[src/rtl/bsr_pkg.sv]
package bsr_pkg;
   localparam int N_GROUPS = 4;
   typedef enum logic [1:0] {
      GRP_ADDR = 2'd0,
      GRP_DATA = 2'd1,
      GRP_BUSC = 2'd2,
      GRP_MISC = 2'd3
   } grp_e;
endpackage

[src/rtl/bsr_cell.sv]
module bsr_cell #(
   parameter bit RST_UPD = 1'b0
) (
   input  logic clk,
   input  logic rst_n,
   input  logic capture_dr,
   input  logic shift_dr,
   input  logic update_dr,
   input  logic cap_val,
   input  logic ser_in,
   output logic stage_q,
   output logic upd_q
);
   always_ff @(posedge clk or negedge rst_n) begin
      if (!rst_n) begin
         stage_q <= 1'b0;
         upd_q   <= RST_UPD;
      end else begin
         if (capture_dr)    stage_q <= cap_val;
         else if (shift_dr) stage_q <= ser_in;
         if (update_dr)     upd_q   <= stage_q;
      end
   end

   AST_UPD_HOLD: assert property (@(posedge clk) disable iff (!rst_n)
      !update_dr |=> $stable(upd_q));
   AST_UPD_LOAD: assert property (@(posedge clk) disable iff (!rst_n)
      update_dr |=> (upd_q == $past(stage_q)));
   AST_SHIFT_STEP: assert property (@(posedge clk) disable iff (!rst_n)
      (shift_dr && !capture_dr) |=> (stage_q == $past(ser_in)));
endmodule

[src/rtl/bsr_grp_drv.sv]
module bsr_grp_drv #(
   parameter int W = 2
) (
   input  logic         extest,
   input  logic [W-1:0] core_val,
   input  logic         core_oe,
   input  logic [W-1:0] upd_val,
   input  logic         dis,
   output logic [W-1:0] pin_val,
   output logic         pin_oe
);
   if (W < 1) begin : g_bad_w
      $error("bsr_grp_drv: W must be at least 1");
   end

   assign pin_val = extest ? upd_val : core_val;
   assign pin_oe  = extest ? ~dis    : core_oe;

   always_comb begin
      if (extest && dis) begin
         AST_GROUP_HIZ: assert (!pin_oe);
      end
   end
endmodule

[src/rtl/bsr_chain.sv]
module bsr_chain
   import bsr_pkg::*;
#(
   parameter int N_ADDR = 3,
   parameter int N_DATA = 4,
   parameter int N_IN   = 3,
   parameter int N_BUSC = 2,
   parameter int N_MISC = 2
) (
   input  logic              clk,
   input  logic              rst_n,
   input  logic              scan_in,
   output logic              scan_out,
   input  logic              capture_dr,
   input  logic              shift_dr,
   input  logic              update_dr,
   input  logic              extest,
   input  logic [N_IN-1:0]   pin_in,
   output logic [N_IN-1:0]   core_in,
   input  logic [N_ADDR-1:0] core_addr,
   input  logic              core_addr_oe,
   output logic [N_ADDR-1:0] pin_addr_o,
   output logic              pin_addr_oe,
   input  logic [N_DATA-1:0] core_data_o,
   input  logic              core_data_oe,
   input  logic [N_DATA-1:0] pin_data_i,
   output logic [N_DATA-1:0] core_data_i,
   output logic [N_DATA-1:0] pin_data_o,
   output logic              pin_data_oe,
   input  logic [N_BUSC-1:0] core_busc,
   input  logic              core_busc_oe,
   output logic [N_BUSC-1:0] pin_busc_o,
   output logic              pin_busc_oe,
   input  logic [N_MISC-1:0] core_misc,
   input  logic              core_misc_oe,
   output logic [N_MISC-1:0] pin_misc_o,
   output logic              pin_misc_oe
);
   // Chain layout, cell 0 nearest scan_out
   localparam int OFF_ADDR  = 0;
   localparam int OFF_DATA  = OFF_ADDR + N_ADDR;
   localparam int OFF_IN    = OFF_DATA + N_DATA;
   localparam int OFF_BUSC  = OFF_IN + N_IN;
   localparam int OFF_MISC  = OFF_BUSC + N_BUSC;
   localparam int OFF_CONST = OFF_MISC + N_MISC;
   localparam int OFF_CTRL  = OFF_CONST + 1;
   localparam int CHAIN_LEN = OFF_CTRL + N_GROUPS;

   if (N_ADDR < 1 || N_DATA < 1 || N_IN < 1 || N_BUSC < 1 || N_MISC < 1) begin : g_bad_cfg
      $error("bsr_chain: every group needs at least one cell");
   end

   logic [CHAIN_LEN-1:0] cap_vec;
   logic [CHAIN_LEN-1:0] ser_vec;
   logic [CHAIN_LEN-1:0] stage_vec;
   logic [CHAIN_LEN-1:0] upd_vec;
   logic [N_GROUPS-1:0]  core_oe_vec;

   assign core_oe_vec[GRP_ADDR] = core_addr_oe;
   assign core_oe_vec[GRP_DATA] = core_data_oe;
   assign core_oe_vec[GRP_BUSC] = core_busc_oe;
   assign core_oe_vec[GRP_MISC] = core_misc_oe;

   for (genvar i = 0; i < CHAIN_LEN; i++) begin : g_cell
      if (i < OFF_DATA) begin : g_addr
         assign cap_vec[i] = core_addr[i-OFF_ADDR];
      end else if (i < OFF_IN) begin : g_data
         assign cap_vec[i] = pin_data_i[i-OFF_DATA];
      end else if (i < OFF_BUSC) begin : g_in
         assign cap_vec[i] = pin_in[i-OFF_IN];
      end else if (i < OFF_MISC) begin : g_busc
         assign cap_vec[i] = core_busc[i-OFF_BUSC];
      end else if (i < OFF_CONST) begin : g_misc
         assign cap_vec[i] = core_misc[i-OFF_MISC];
      end else if (i == OFF_CONST) begin : g_const
         assign cap_vec[i] = 1'b1;
      end else begin : g_ctrl
         assign cap_vec[i] = ~core_oe_vec[i-OFF_CTRL];
      end

      if (i == CHAIN_LEN - 1) begin : g_head
         assign ser_vec[i] = scan_in;
      end else begin : g_link
         assign ser_vec[i] = stage_vec[i+1];
      end

      bsr_cell #(.RST_UPD(i >= OFF_CTRL)) u_cell (
         .clk        (clk),
         .rst_n      (rst_n),
         .capture_dr (capture_dr),
         .shift_dr   (shift_dr),
         .update_dr  (update_dr),
         .cap_val    (cap_vec[i]),
         .ser_in     (ser_vec[i]),
         .stage_q    (stage_vec[i]),
         .upd_q      (upd_vec[i])
      );
   end

   assign scan_out    = stage_vec[0];
   assign core_in     = pin_in;
   assign core_data_i = pin_data_i;

   bsr_grp_drv #(.W(N_ADDR)) u_drv_addr (
      .extest (extest), .core_val (core_addr), .core_oe (core_addr_oe),
      .upd_val (upd_vec[OFF_ADDR +: N_ADDR]), .dis (upd_vec[OFF_CTRL+GRP_ADDR]),
      .pin_val (pin_addr_o), .pin_oe (pin_addr_oe));

   bsr_grp_drv #(.W(N_DATA)) u_drv_data (
      .extest (extest), .core_val (core_data_o), .core_oe (core_data_oe),
      .upd_val (upd_vec[OFF_DATA +: N_DATA]), .dis (upd_vec[OFF_CTRL+GRP_DATA]),
      .pin_val (pin_data_o), .pin_oe (pin_data_oe));

   bsr_grp_drv #(.W(N_BUSC)) u_drv_busc (
      .extest (extest), .core_val (core_busc), .core_oe (core_busc_oe),
      .upd_val (upd_vec[OFF_BUSC +: N_BUSC]), .dis (upd_vec[OFF_CTRL+GRP_BUSC]),
      .pin_val (pin_busc_o), .pin_oe (pin_busc_oe));

   bsr_grp_drv #(.W(N_MISC)) u_drv_misc (
      .extest (extest), .core_val (core_misc), .core_oe (core_misc_oe),
      .upd_val (upd_vec[OFF_MISC +: N_MISC]), .dis (upd_vec[OFF_CTRL+GRP_MISC]),
      .pin_val (pin_misc_o), .pin_oe (pin_misc_oe));

   AST_CONST_ONE: assert property (@(posedge clk) disable iff (!rst_n)
      capture_dr |=> stage_vec[OFF_CONST]);
   AST_NORMAL_PINS: assert property (@(posedge clk) disable iff (!rst_n)
      !extest |-> (pin_addr_o == core_addr && pin_busc_o == core_busc
                   && pin_misc_o == core_misc && pin_data_o == core_data_o));
endmodule

[config.mk]
export PLATFORM = sky130hd
export DESIGN_NAME = bsr_chain
export DESIGN_NICKNAME = d
export VERILOG_FILES = /design/src/rtl/bsr_pkg.sv /design/src/rtl/bsr_cell.sv /design/src/rtl/bsr_grp_drv.sv /design/src/rtl/bsr_chain.sv
export SDC_FILE = /design/constraint.sdc
export NUM_CORES = 1
export LEC_CHECK = 0
export ABC_CLOCK_PERIOD_IN_PS = 1200
export CAP_MARGIN = 25
export CORE_UTILIZATION = 40
export CTS_CLUSTER_DIAMETER = 80
export DETAILED_ROUTE_END_ITERATION = 8
export PLACE_DENSITY = 0.75
export SYNTH_ARGS = -nofsm -noshare
export SYNTH_HDL_FRONTEND = slang
export SYNTH_SLANG_ARGS = --single-unit
[constraint.sdc]
create_clock -name clk -period 1.2 [get_ports clk]
set_clock_uncertainty 0.15 [all_clocks]
set_input_delay 0.24 -clock clk [delete_from_list [all_inputs] [get_ports clk]]
set_output_delay 0.24 -clock clk [all_outputs]
set_load 0.005 [all_outputs]
---- Word level (Yosys, flattened, before mapping) ----
Cells that the tools add are included.
operators by class
  $add $sub $neg .......................... 0
  $mul .................................... 0
  divide/modulo/power cells ............... 0
  $lt $le $gt $ge ......................... 0
  eq/ne operators ......................... 0
  shift-type cells ........................ 0
  muxes and demuxes ....................... 46
  bitwise gates (word level) .............. 8
  reductions and logical operators ........ 1
operators with widths
  cell                number
  $mux W1             42
  $not A1 Y1          8
  $mux W2             2
  $mux W4             1
  $mux W3             1
  $reduce_bool A2 Y1  1
word-level totals
  register bits ........................... 34
  latch bits .............................. 0
  RAM bits ................................ 0
  bits in read-only memories .............. 0
  output and inout port bits .............. 23
  logic and storage cells ................. 89
  memories ................................ 0

---- Logic depth before layout (Yosys ltp) ----
Gate-level depths: netlist of run 1.
  depth after elaboration ................. 2
  depth in mapped cells ................... 4
  depth with buffers taken out ............ 2

---- By module ----
From an unflattened synthesis of run 1, not the netlist that was laid out.
unflattened totals
  cell total of the unflattened synthesis .. 145
  area total of the unflattened synthesis .. 1848.0 sq um
modules (own cells, without submodules)
  module                            times used  cells each  area an instance (sq um)  seq. area each (sq um)
  bsr_cell (g_cell[0].u_cell ...)   15          6           83.8                      50.0
  bsr_cell (g_cell[15].u_cell ...)  4           6           85.1                      51.3
  bsr_grp_drv (u_drv_busc ...)      2           4           36.3                      0.0
  bsr_chain                         1           12          71.3                      0.0
  bsr_grp_drv (u_drv_data)          1           6           58.8                      0.0
  bsr_grp_drv (u_drv_addr)          1           5           47.5                      0.0

---- Least setup slack after synthesis of run 1 ----
No wires, ideal clock.
  path kind ............................... input-to-output
  start point ............................. in extest
  end point ............................... out pin_addr_o[2]
  arrival ................................. 0.784 ns
  data required time ...................... 0.810 ns
  path slack .............................. 0.026 ns
  stages .................................. 3
  path buffers ............................ 2
  cell sequence ........................... buf_6 > buf_12 > mux2_4
between the ends
  cells in the longest elaborated chain, start to end .. 1
RTL lines
  item             line               source
  start, declared  bsr_chain.sv:17    input logic extest,
  $mux W3          bsr_grp_drv.sv:16  assign pin_val = extest ? upd_val : core_val;
  end, declared    bsr_chain.sv:22    output logic [N_ADDR-1:0] pin_addr_o,
Every way passes these cells.

---- Final worst setup path of run 1 ----
  start point ............................. reg g_cell[12].u_cell.upd_q
  end point ............................... out pin_misc_o[0]
between the ends
  cells in the longest elaborated chain, start to end .. 1
RTL lines
  item                    line               source
  start, declared         bsr_cell.sv:12     output logic upd_q
  start signal, assigned  bsr_cell.sv:21     if (update_dr) upd_q <= stage_q;
  $mux W2                 bsr_grp_drv.sv:16
  end, declared           bsr_chain.sv:36    output logic [N_MISC-1:0] pin_misc_o,
Every way passes these cells.

==> flow_summary.toml, run 1 <==
[sta]
setup_viol = 15
rsz0062_at_grt = "yes"
timing.final.ws_setup_ns = -0.271
fin_crit_sh_pct = 123
fin_setup_tns_ns = -3.45
report.final.hold_viol_count = 0
holdWs_ns = 0.0204
drv_slew = 0
fin_crit_ns = 1.47
clock.fmax_mhz = 680
slew_headroom_pct = 85.0
tightest_slew_ns = 0.224

[clocking]
numClockSinks = 34
clock_latency_ns = 0.29
ctsLongestPathBuffers = 2
path_clk_slew_ns = 0.07
postCtsHoldBufs = 0
htreeDepth = 2
cts-root-buf = "clkbuf_8"
cts_tree = "built"
cts_buffers = 5

[power]
power.density_nw_per_um2 = 1190
p_leak_nw = 1.35
ir_drop_v = 0.000761

[synthesis]
ys_ff_latch = 34
synth_top_family_by_area = "multiplexers"
synthAdderAreaFrac_pct = 0
syn-num-nets = 166
synth_mux_area_share_pct = 34.4
yosysTopAreaCell = "dfrtp_1"
synthSimpleGateAreaFrac_pct = 3.30
yosysTopAreaCellShare_pct = 42.1
synthTopCellsByArea = "dfrtp_1 (42%), mux2i_1 (15%), mux2_4 (13%)"
synth_compound_area_share_pct = 4.42
ys_seq_area_share_pct = 48.0
synth_xor_area_share_pct = 0
netlist_area_um2 = 1780
syn_inst = 137
synth_warnings = 0
synth.avg_cell_area_um2 = 13.0
yosysUniqueCellTypes = 14

[floorplan]
dieArea_um2 = 4730
rows = 23
core-area_um2 = 4140
fp.dieW_um = 68.7
die_h_um = 68.7
initial_core_util_pct = 43.0
io_pins = 52

[place]
hpwl_mm = 2.57
io_buffers = 51
gp_congestion = 0.793

[routing]
via_per_inst = 4.89
vias = 1246
drc_errors = 0
wirelength_mm = 4.01
drtIter0Drc = 84
wl_per_cell_um = 15.7
drt_pass1_iterations = 4
drtAntennaViolNets = 0

[run_status]
violations = "setup timing"
status = "finished with violations"

[critical_path]
required_ns = 0.81
max_stage_delay_ns = 0.40
criticalPathCategory = "reg -> out"
cp.arrival_ns = 1.08
crit_fanout = 2
cp_slowest_cell = "dfrtp_1"
end_kind = "output pin"
path_cells = "mux2_4 -> buf_6"
worstSetupStartpointType = "flip-flop"
crit_family = "flip-flops"
worst-path-buf-inv = 1

[global_routing]
grt_pass1_wl_mm = 6.27
antenna_found_initial = 0
grt_pass1_vias = 1293
grt-ovfl-total = 0
grt_max_degree = 35
track_usage_pct = 19.0

[layout]
fillerInstances = 336
layout-drive-gt1-share_pct = 42.0
layout_commonest_cell = "dfrtp_1"
layout_common_cells = "dfrtp_1 (30), mux2i_1 (26), mux2_4 (21)"
final_net_count = 233
synthToLayoutAreaGrowth_pct = 45.6
antenna_cells = 0

[flow_run]
cap_violations = 0

[worst_hold_path]
min_path_type = "in -> reg"
-- layer usage --
layer	GRT usage (%)	up-vias	share of wire [%]
met5	0	-	0
met4	7.65	0	2.1
met2	31.3	45	49
li1	-	599	-
met1	23.3	591	43
met3	5.43	11	5.7
-- metrics by stage --
step / setup slack, ns / instance area [um^2] / instances / power, mW / util [%]
after floorplan: 0.0265 / 1780 / 137 / 1.79 / -
after detailed placement: -0.911 / 2380 / 238 / 2.17 / 57.5
final: -0.271 / 2590 / 255 / 3.10 / 62.6
after global routing: -0.297 / 2590 / 255 / 3.25 / 62.6
after CTS: -0.267 / 2530 / 252 / 3.08 / 61.1
after global placement: -0.897 / 2380 / 238 / 2.15 / 57.5
-- sequential cells by signal, summed over array words and instances (netlist names) --
name	count
g_cell.u_cell.upd_q	15
g_cell.u_cell.stage_q	19
-- cell type report --
| class | instances | area (um^2) | area share [%] |
|---|---|---|---|
| Clock inverter | 1 | 5.00 | 0.193 |
| Tap cell | 50 | 62.6 | 2.41 |
| Inverter | 4 | 15.0 | 0.579 |
| Multi-Input combinational cell | 82 | 769 | 29.7 |
| Clock buffer | 7 | 86.3 | 3.33 |
| Timing Repair Buffer | 77 | 800 | 30.8 |
| Sequential cell | 34 | 856 | 33.0 |
-- synth_stat cells (all sizes together) --
master and number:
a211o 1, o21ai 14, nand2 14, buf 17, dfstp 4, mux2i 26, nor2b 1, dfrtp 30
mux2 26, inv 4
-- worst reg2reg max path, delay by kind of cell (launching register included) --
family	cells	cell delay, ns
buf+inv	2	0.25
flops	1	0.38
mux	1	0.25
-- cell families (layout without fill, tap and decap cells) --
kind of cell,Yosys count,in the layout
compound gates,15,15
buf+inv,21,89
simple gates,15,15
mux,52,52
flops,34,34
-- repair_timing --
item,CTS,global route
gates resized for setup,119,9
cloned,3,0
buffers inserted,3,3
endpoints found under the setup margin,40,17
-- worst paths after layout --
check	from	end	slack [ns]	depth (start not counted)
max in group asynchronous	rst_n	g_cell[15].u_cell.upd_q$_DFFE_PN1P_	0.48	2
min	core_busc_oe	g_cell[17].u_cell.stage_q$_DFFE_PN0P_	0.02	2
min in group asynchronous	rst_n	g_cell[18].u_cell.stage_q$_DFFE_PN0P_	0.17	2
min reg2reg	g_cell[6].u_cell.upd_q$_DFFE_PN0P_	g_cell[6].u_cell.upd_q$_DFFE_PN0P_	0.36	1
max reg2reg	g_cell[0].u_cell.upd_q$_DFFE_PN0P_	g_cell[0].u_cell.upd_q$_DFFE_PN0P_	0.06	3
max	g_cell[12].u_cell.upd_q$_DFFE_PN0P_	pin_misc_o[0]	-0.27	2
-- power by group --
group / switching, mW / leakage [nW] / total [mW] / internal [mW]
Clock: 0.419 / 0.0482 / 0.882 / 0.463
Combinational: 0.270 / 0.895 / 0.809 / 0.539
Sequential: 0.0975 / 0.402 / 1.41 / 1.31
Power figures use the tool's default switching activity.
==> run 2: changes to the inputs <==
- CAP_MARGIN: 25 -> 20
==> results of run 2 <==
Final layout, timing and power as in run 1 (identical DEF).
==> run 3: changes to the inputs <==
--- a/config.mk
+++ b/config.mk
@@ -8,8 +8,8 @@
 export ABC_CLOCK_PERIOD_IN_PS = 1200
 export CAP_MARGIN = 20
-export CORE_UTILIZATION = 40
+export CORE_UTILIZATION = 47
 export CTS_CLUSTER_DIAMETER = 80
 export DETAILED_ROUTE_END_ITERATION = 8
-export PLACE_DENSITY = 0.75
+export PLACE_DENSITY_LB_ADDON = 0.12
 export SYNTH_ARGS = -nofsm -noshare
 export SYNTH_HDL_FRONTEND = slang
==> constraint.sdc (replaced) <==
create_clock -name clk -period 1.2 [get_ports clk]
set_clock_uncertainty 0.15 [all_clocks]
set_input_delay 0.24 -clock clk [delete_from_list [all_inputs] [get_ports clk]]
set_output_delay 0.24 -clock clk [all_outputs]
set_load 0.05 [all_outputs]
==> flow_summary.toml, run 3 (synthesized netlist as in run 1, its figures left out) <==
[global_routing]
grt_pass1_vias = 1405
antenna_found_initial = 0
grt_max_degree = 35
grt_pass1_wl_mm = 6.96
grt-ovfl-total = 0
track_usage_pct = 23.2

[power]
p_leak_nw = 1.39
pwr-share-clk_pct = 24.0
ir_drop_v = 0.000802
seqPwrFrac_pct = 39.4
combPwrFrac_pct = 36.6
p_int_mw = 2.50
power.density_nw_per_um2 = 1270
sw_frac_of_total_pct = 30.8
p_sw_mw = 1.11
total_power_mw = 3.61

[clocking]
cts_buffers = 5
cts_tree = "built"
htreeDepth = 2
cts-root-buf = "clkbuf_8"
ctsLongestPathBuffers = 2
numClockSinks = 34
clock_latency_ns = 0.29
postCtsHoldBufs = 0
path_clk_slew_ns = 0.07

[critical_path]
end_kind = "output pin"
worst_r2r_endpoint = "g_cell[5].u_cell.upd_q$_DFFE_PN0P_"
max_stage_delay_ns = 0.39
r2r_slack_ns = -0.08
cp.arrival_ns = 1.10
criticalPathCategory = "reg -> out"
worstReg2RegStart = "g_cell[5].u_cell.upd_q$_DFFE_PN0P_"
path_cells = "mux2_4 -> buf_12"
crit_fanout = 2
rr_worst_depth = 4
cp_slowest_cell = "dfrtp_1"
required_ns = 0.81
worstSetupStartpointType = "flip-flop"

[floorplan]
die_h_um = 63.6
fp.dieW_um = 63.6
core-area_um2 = 3660
dieArea_um2 = 4040
io_pins = 52
initial_core_util_pct = 48.7
rows = 22

[routing]
route.met3.wl_um = 225
top_layer_used = "met4"
wl_per_cell_um = 15.7
vias = 1280
drtIter0Drc = 43
via_per_inst = 5.04
met1Wirelength_mm = 1.69
drc_errors = 0
drtAntennaViolNets = 0
drt_pass1_iterations = 4
wl_met2_mm = 1.97
wirelength_mm = 3.99

[worst_hold_path]
min_path_type = "in -> reg"
min_delay_worst_endpoint = "g_cell[15].u_cell.stage_q$_DFFE_PN0P_"
hold_start = "core_addr_oe"
hold_depth = 2

[layout]
reg_top3 = "g_cell.u_cell.stage_q (19), g_cell.u_cell.upd_q (15)"
utilization_pct = 77.5
synthToLayoutAreaGrowth_pct = 59.3
regArea_um2 = 856
multi_input_comb_area_um2 = 816
largest_register_ffs = 19
layout-drive-gt1-share_pct = 46.1
fillerInstances = 237
antenna_cells = 0
layout_commonest_cell = "dfrtp_1"
top_register = "g_cell.u_cell.stage_q"
layout_common_cells = "dfrtp_1 (30), buf_12 (23), mux2i_1 (22)"
final_net_count = 234

[place]
hpwl_mm = 2.63
io_buffers = 51
gp_congestion = 0.727

[sta]
fin_crit_ns = 1.49
setup_viol = 17
drv_slew = 0
clock.fmax_mhz = 670
report.final.hold_viol_count = 0
holdWs_ns = 0.138
rsz0062_at_grt = "yes"
tightest_slew_ns = 0.262
slew_headroom_pct = 82.5
fin_crit_sh_pct = 124
timing.final.ws_setup_ns = -0.293

[run_status]
violations = "setup timing"
status = "finished with violations"

[flow_run]
cap_violations = 0
run 3: cell count changes in the layout (fill, tap and decap cells not counted), moves of 4 or more:
cell     change
buf_6        -8
mux2i_4      +4
buf_2        -7
buf_12      +18
buf_8        +4
mux2i_1      -4
run 3: area by class of cell:
class / instances / share of cell area (%)
Inverter: 4 / 0.529
Sequential cell: 34 / 30.1
Clock inverter: 1 / 0.176
Multi-Input combinational cell: 82 / 28.7
Clock buffer: 7 / 3.04
Tap cell: 48 / 2.12
Timing Repair Buffer: 78 / 35.3
run 3: timing repair:
action,CTS,global route
gates resized for setup,42,2
setup buffers,6,2
setup endpoints to repair,47,21
cloned,3,0
run 3: metal layers:
layer	up-vias	track usage, %
li1	606	-
met1	622	31.0
met2	43	36.4
met3	9	4.35
met4	0	10.2
met5	-	0
run 3: per-stage QoR:
step / area [um^2] / setup TNS (ns) / cells / setup slack (ns)
global route: 2840 / -4.76 / 254 / -0.321
detailed placement: 2580 / -20.79 / 235 / -0.700
CTS: 2820 / -4.27 / 252 / -0.304
floorplan: 1840 / -0.890 / 137 / -0.119
finish: 2840 / -4.24 / 254 / -0.293
global placement: 2580 / -20.25 / 235 / -0.675
run 3: power by group through the flow:
stage	clock network [mW]	logic, mW	registers [mW]
final	0.865	1.32	1.42
after global routing	0.942	1.39	1.44
after CTS	0.878	1.31	1.42
after detailed placement	0	1.20	1.44
after global placement	0	1.19	1.43
after floorplan	0	0.708	1.42
run 3: worst max-delay path by stage:
stage                                                   start  depth (start not counted)            end
after global placement                                 extest                          4  pin_data_o[2]
after CTS                 g_cell[11].u_cell.upd_q$_DFFE_PN0P_                          2  pin_busc_o[1]
final                     g_cell[11].u_cell.upd_q$_DFFE_PN0P_                          2  pin_busc_o[1]
after floorplan                                        extest                          3    pin_addr_oe
after global routing      g_cell[11].u_cell.upd_q$_DFFE_PN0P_                          2  pin_busc_o[1]
after detailed placement                               extest                          4  pin_misc_o[0]
run 3: worst max-delay path: cells and delay by family (launching register included):
family,cells,cell delay (ns)
buffers and inverters,1,0.15
flip-flops,1,0.39
multiplexers,1,0.28
